`src/rtl/rm_pkg.sv`:
```
package rm_pkg;
    parameter int DW = 32;
    localparam int SW = $clog2(DW);

    typedef enum logic [5:0] {
        OP_INSERT  = 6'd20,
        OP_IMM_AND = 6'd21,
        OP_REG_AND = 6'd23
    } rm_op_e;

    typedef struct packed {
        logic [DW-1:0] result;
        logic [3:0]    crf;
        logic          crf_en;
        logic          ok;
    } rm_out_t;
endpackage

```
`src/rtl/rm_rotl.sv`:
```
module rm_rotl #(
    parameter int W  = 32,
    parameter int SW = $clog2(W)
) (
    input  logic [W-1:0]  data_i,
    input  logic [SW-1:0] amt_i,
    output logic [W-1:0]  data_o
);
    logic [2*W-1:0] dbl;

    always_comb begin
        dbl    = {data_i, data_i} << amt_i;
        data_o = dbl[2*W-1:W];
    end
endmodule

```
`src/rtl/rm_mask_gen.sv`:
```
module rm_mask_gen #(
    parameter int W  = 32,
    parameter int SW = $clog2(W)
) (
    input  logic [SW-1:0] begin_i,
    input  logic [SW-1:0] end_i,
    output logic [W-1:0]  mask_o
);
    logic ordered;
    assign ordered = (begin_i <= end_i);

    for (genvar i = 0; i < W; i++) begin : g_bit
        localparam logic [SW-1:0] BE_IDX = SW'(W - 1 - i);
        logic ge_b, le_e;
        assign ge_b = (BE_IDX >= begin_i);
        assign le_e = (BE_IDX <= end_i);
        assign mask_o[i] = ordered ? (ge_b & le_e) : (ge_b | le_e);
    end
endmodule

```
`src/rtl/rm_cond.sv`:
```
module rm_cond #(
    parameter int W = 32
) (
    input  logic [W-1:0] value_i,
    input  logic         so_i,
    output logic [3:0]   crf_o
);
    logic zero, neg;

    always_comb begin
        zero  = (value_i == '0);
        neg   = value_i[W-1];
        crf_o = {neg, ~neg & ~zero, zero, so_i};
    end
endmodule

```
`src/rtl/rm_unit.sv`:
```
module rm_unit #(
    parameter bit REG_OUT = 1'b1
) (
    input  logic                   clk,
    input  logic                   rst_n,
    input  logic [5:0]             op_i,
    input  logic [rm_pkg::SW-1:0]  sh_i,
    input  logic [rm_pkg::SW-1:0]  mb_i,
    input  logic [rm_pkg::SW-1:0]  me_i,
    input  logic                   rc_i,
    input  logic [rm_pkg::DW-1:0]  src_i,
    input  logic [rm_pkg::DW-1:0]  dest_i,
    input  logic [rm_pkg::SW-1:0]  amt_reg_i,
    input  logic                   so_i,
    output logic [rm_pkg::DW-1:0]  result_o,
    output logic [3:0]             crf_o,
    output logic                   crf_en_o,
    output logic                   op_ok_o
);
    import rm_pkg::*;

    logic [SW-1:0] amt;
    logic [DW-1:0] rotated, mask, merged;
    logic [3:0]    crf_raw;
    logic          is_ins, is_imm, is_reg;
    rm_out_t       out_d, out_q;

    always_comb begin
        is_ins = (op_i == OP_INSERT);
        is_imm = (op_i == OP_IMM_AND);
        is_reg = (op_i == OP_REG_AND);
        amt    = is_reg ? amt_reg_i : sh_i;
    end

    rm_rotl #(.W(DW), .SW(SW)) u_rot (
        .data_i (src_i),
        .amt_i  (amt),
        .data_o (rotated)
    );

    rm_mask_gen #(.W(DW), .SW(SW)) u_mask (
        .begin_i (mb_i),
        .end_i   (me_i),
        .mask_o  (mask)
    );

    always_comb begin
        if (is_ins) merged = (rotated & mask) | (dest_i & ~mask);
        else        merged = rotated & mask;
    end

    rm_cond #(.W(DW)) u_cond (
        .value_i (merged),
        .so_i    (so_i),
        .crf_o   (crf_raw)
    );

    always_comb begin
        out_d = '0;
        if (is_ins | is_imm | is_reg) begin
            out_d.ok     = 1'b1;
            out_d.result = merged;
            out_d.crf_en = rc_i;
            out_d.crf    = rc_i ? crf_raw : 4'b0;
        end
    end

    if (REG_OUT) begin : g_reg
        always_ff @(posedge clk or negedge rst_n) begin
            if (!rst_n) out_q <= '0;
            else        out_q <= out_d;
        end
    end else begin : g_comb
        assign out_q = out_d;
    end

    assign result_o = out_q.result;
    assign crf_o    = out_q.crf;
    assign crf_en_o = out_q.crf_en;
    assign op_ok_o  = out_q.ok;
endmodule

```
`config.mk`:
```
export PLATFORM = sky130hd
export DESIGN_NAME = rm_unit
export DESIGN_NICKNAME = d
export VERILOG_FILES = /design/src/rtl/rm_pkg.sv /design/src/rtl/rm_rotl.sv /design/src/rtl/rm_mask_gen.sv /design/src/rtl/rm_cond.sv /design/src/rtl/rm_unit.sv
export SDC_FILE = /design/constraint.sdc
export NUM_CORES = 1
export LEC_CHECK = 0
export BUFFER_PORTS_ARGS = -buffer_cell sky130_fd_sc_hd__buf_2
export CORE_UTILIZATION = 51
export DETAILED_ROUTE_END_ITERATION = 10
export PLACE_DENSITY = 0.79
export RECOVER_POWER = 50
export SETUP_SLACK_MARGIN = 0.02
export SYNTH_ARGS = -nofsm -noshare
export SYNTH_HDL_FRONTEND = slang
export SYNTH_SLANG_ARGS = --single-unit
```
`constraint.sdc`:
```
create_clock -name clk -period 0.8 [get_ports clk]
set_input_delay 0.04 -clock clk [delete_from_list [all_inputs] [get_ports clk]]
set_output_delay 0.04 -clock clk [all_outputs]
set_load 0.02 [all_outputs]
```
==> flow_summary.yaml, run 1 <==
outcome:
  status: "aborted with a tool error"
  lastStage: "global routing (5_1_grt)"
  stop_error: "[ERROR DPL-0038] Utilization greater than 100%, impossible to legalize"
floorplan:
  rows: 37
  num_io_pins: 132
  initial_core_util: 0.535
  die_w_um: 107
  die_h_um: 107
clock_tree:
  clkSinkCount: 38
  cts.path.max_buffers: 2
  cts.htree.levels: 2
  cts_buffers: 5
  clock-root-buffer: "clkbuf_8"
placed_design:
  place_hpwl_mm: 20.7
  io_buffers: 131
  gp_congestion: 1.08
sta:
  worstEndpointType: "sequential cell input"
  worstEndpointGrtRepair: "crf_o[1]$_DFF_PN0_/D"
synth:
  ys_seq_area_frac: 0.169
  ys_warn_count: 0
  syn-num-nets: 820
  synth-main-ff-cell: "dfrtp_1"
  synthCells: 721
  synth_edf_count: 0
  async_flop_share: 1.00
  ys_ff_latch: 38
  avgSynthCellArea_sq_um: 7.80
  syn_area_sq_mm: 0.00563
  yosysUniqueCellTypes: 86
global_route:
  grt_max_degree: 39
cells in the mapped netlist, drive strengths merged (4+ instances only):
cell type	n	area (sq um)
nand2	61	234
nor2	50	211
buf	38	245
dfrtp	38	951
nand3	34	195
clkbuf	33	124
o21ai	33	176
maj3	30	300
o22ai	27	188
o211ai	26	195
o221ai	22	205
a21boi	21	173
and2	20	125
and3	17	106
nand2b	17	106
a21oi	16	83.8
nor3	14	75.1
nand4	13	81.3
a31oi	12	75.1
a32o	12	120
a211oi	11	87.6
mux2i	11	110
a311o	10	100
nand4b	10	87.6
a22o	9	78.8
o21a	9	67.6
inv	8	30.0
o2111ai	8	70.1
mux2	6	71.3
nand3b	6	45.0
nor4	6	37.5
o211a	6	60.1
o32ai	6	75.1
a32oi	5	43.8
ha	5	62.6
nor2b	5	31.3
o221a	5	56.3
a311oi	4	35.0
and4	4	35.0
o311ai	4	35.0
o31ai	4	43.8
or2	4	25.0
or3	4	25.0
logic make-up after synthesis:
group / synth area share
flip-flops: 0.169
AND/OR/NAND/NOR: 0.276
buffers and inverters: 0.0716
multiplexers: 0.0323
AO/OA/AOI/OAI: 0.387
adder cells (fa/ha/maj): 0.0645
timing repair:
item	in CTS
pin swaps	51
buffers inserted	27
hold buffers	1
cloned	2
hold endpoints to repair	38
resized for setup	225
endpoints found under the setup margin	76
per-stage QoR:
| step | utilization | instance area [sq um] | setup WS [ns] | cells |
|---|---|---|---|---|
| 4_1_cts | 0.913 | 9600 | -1.77 | 1190 |
| 3_5_place_dp | 0.789 | 8300 | -2.26 | 1155 |
| 3_3_place_gp | 0.789 | 8300 | -2.15 | 1155 |
| 2_1_floorplan | - | 6000 | -1.71 | 721 |
==> run 2: changes to the inputs <==
Settings changed: CORE_UTILIZATION 51 to 40, PLACE_DENSITY 0.79 to unset, PLACE_DENSITY_LB_ADDON set to 0.15, SETUP_SLACK_MARGIN 0.02 to unset.
Clock period 0.8 ns to 1.04 ns, I/O delays scaled along.
==> run 2 against run 1 <==
  * The flow now finishes, with violations (negative setup slack)
  * Synthesized cell count is the same
  * Synthesized area is the same
==> flow_summary.yaml, run 2 <==
sta:
  finalHoldViolations: 0
  rsz0062_at_grt: "yes"
  fin_ws_ns: -1.70
  fmax_mhz: 365
  layout_min_cycle_time_ns: 2.74
  min_period_over_period: 2.63
  slew_headroom: 0.651
  setup_viol_count_final: 37
  setup_tns_ns: -44.70
  drv_slew: 0
  worst_pin_slew_ns: 0.523
route:
  routed_wl_mm: 27.8
  dr_total_vias: 8074
  postRouteAntennaNets: 0
  drc: 0
  first_pass_iters: 6
  wl_per_cell_um: 22.5
  drt_iter0_drc: 803
  viasPerCell: 6.54
floorplan:
  coreArea_sq_mm: 0.0135
  dieArea_sq_mm: 0.0145
  num_io_pins: 132
  rows: 42
  die_w_um: 121
  initial_core_util: 0.418
  die_h_um: 121
worst_setup_path:
  path_max_fanout: 6
  critPathTopFamily: "compound AO/OA/AOI/OAI gates"
  crit_slowest_cell: "a21boi_4"
  cp-end-kind: "flop"
  cp.required_ns: 1.26
  crit_type: "primary input to flop"
  worstPathCellList: "buf_6 -> and4bb_4 -> buf_12 -> buf_8 -> a21boi_4 -> buf_4 -> o22ai_1 -> o221a_1 -> buf_4 -> nor3_4 -> nor3_1 -> a211o_1 -> a2111oi_4 -> and4_1 -> and4_1"
  slowest_delay_ns: 0.30
  arrival_ns: 2.95
  start_kind: "primary input"
  worst-path-buf-inv: 5
  crit_path_end: "crf_o[1]"
  crit_path_start: "op_i[4]"
  crit_cells: 15
outcome:
  violations: "negative setup slack"
  status: "complete, but fails checks"
power:
  max-vdd-ir-drop_mv: 0.603
  power_density_mw_per_mm2: 844
  p_leak_nw: 4.31
  finalPower_mw: 8.25
synth:
  avgSynthCellArea_sq_um: 7.80
  ys_warn_count: 0
  ys_seq_area_frac: 0.169
  netlist_top_cells_area: "dfrtp_1 17%, maj3_1 5.3%, nand2_1 3.9%, o211ai_1 3.5%, nor2_1 3.2%"
  synth-simple-area-share: 0.276
  synthTopCellsByCount: "59 x nand2_1, 48 x nor2_1, 38 x dfrtp_1"
  synth_edf_count: 0
  synthXorXnorAreaFrac: 0
  synth_fa_ha_area_frac: 0.0645
  synth_top_family_by_area: "compound AO/OA/AOI/OAI gates"
  yosysMostFrequentCell: "nand2_1"
  synth_compound_area_frac: 0.387
  muxShareOfSynthArea: 0.0323
  yosysUniqueCellTypes: 86
  synthCells: 721
  syn-num-nets: 820
  yosys.area.top_type_share: 0.169
  yosysTopAreaCell: "dfrtp_1"
  async_flop_share: 1.00
  synth-main-ff-cell: "dfrtp_1"
  ys_ff_latch: 38
  syn_area_sq_mm: 0.00563
global_route:
  grt_max_degree: 39
  antenna_found_initial: 0
  globalRouteOverflowTotal: 0
  grt_pass1_vias: 7453
  grt_pass1_wl_mm: 40.5
  track_usage: 0.363
clock_tree:
  clk_pin_slew_ns: 0.06
  cts_buffers: 5
  clock-root-buffer: "clkbuf_16"
  cts.path.max_buffers: 2
  cts.htree.levels: 2
  clkSinkCount: 38
  cts_tree: "yes"
final_layout:
  largest_reg_flops: 32
  final_common_cell: "buf_4"
  n_antenna_cell: 0
  final_layout_size_suffix_gt1_frac: 0.558
  areaGrowthSynthToFinish_pct: 73.8
  mostFrequentLayoutCells: "220 x buf_4, 129 x buf_2, 55 x nand2_1"
  nets: 1158
placed_design:
  place_hpwl_mm: 21.0
  gp_congestion: 0.993
  io_buffers: 131
run:
  max_cap_violations: 0
min_path:
  min_path_type: "primary input to flop"
==> run 2: layout make-up <==
class                   instances  area [sq um]
clock buffers                   6           139
clock inverters                 1          30.0
fillers                      1039          3670
inverters                       9          38.8
multi-input cells             605          5400
flip-flops and latches         38           951
well taps                     176           220
repair buffers                400          3010
==> run 2: kinds of logic after synthesis <==
logic type / after synthesis
AOI/OAI and AO/OA: 273
adders and majority gates: 35
DFF: 38
muxes: 17
buffers and inverters: 80
and+or+nand+nor: 278
==> run 2: repair_timing <==
action,4_1_cts,5_1_grt
hold buffers,1,0
buffers inserted,24,11
setup endpoints to repair,38,38
hold endpoints to repair,38,0
gates cloned,1,3
pin swaps,40,42
resized for setup,112,83
==> run 2: per-layer routing <==
layer / wire, um / GRT usage / share of wire
met5: 0 / 0 / 0
met4: 948 / 0.121 / 0.034
met3: 2680 / 0.0774 / 0.097
met2: 12700 / 0.580 / 0.46
met1: 11500 / 0.485 / 0.41
==> run 2: power by group <==
part	leakage (nW)	internal, mW	switching, mW
sequential	0.529	1.50	0.00398
clock	0.0829	1.18	0.573
combinational	3.69	2.37	2.63
total	4.31	5.04	3.21
==> run 2: worst min-delay path by stage <==
stage	from	to	cells after the start
floorplan	rst_n	crf_en_o	0
global placement	rst_n	crf_o[0]	2
detailed placement	rst_n	result_o[25]	2
CTS	so_i	crf_o[0]	2
global route	so_i	crf_o[0]	2
finish	so_i	crf_o[0]	2
==> run 2: metrics by stage <==
stage	utilization	hold slack, ns	cells	worst slack (ns)	instance area, sq um
floorplan	-	-0.244	721	-1.48	6000
global placement	0.616	0.0280	1188	-2.04	8290
detailed placement	0.616	0.0424	1188	-2.07	8290
CTS	0.685	0.0201	1221	-1.57	9220
global route	0.727	0.0278	1235	-1.80	9780
finish	0.727	0.0224	1235	-1.70	9780
No activity file was read; power rests on OpenSTA's default activity.
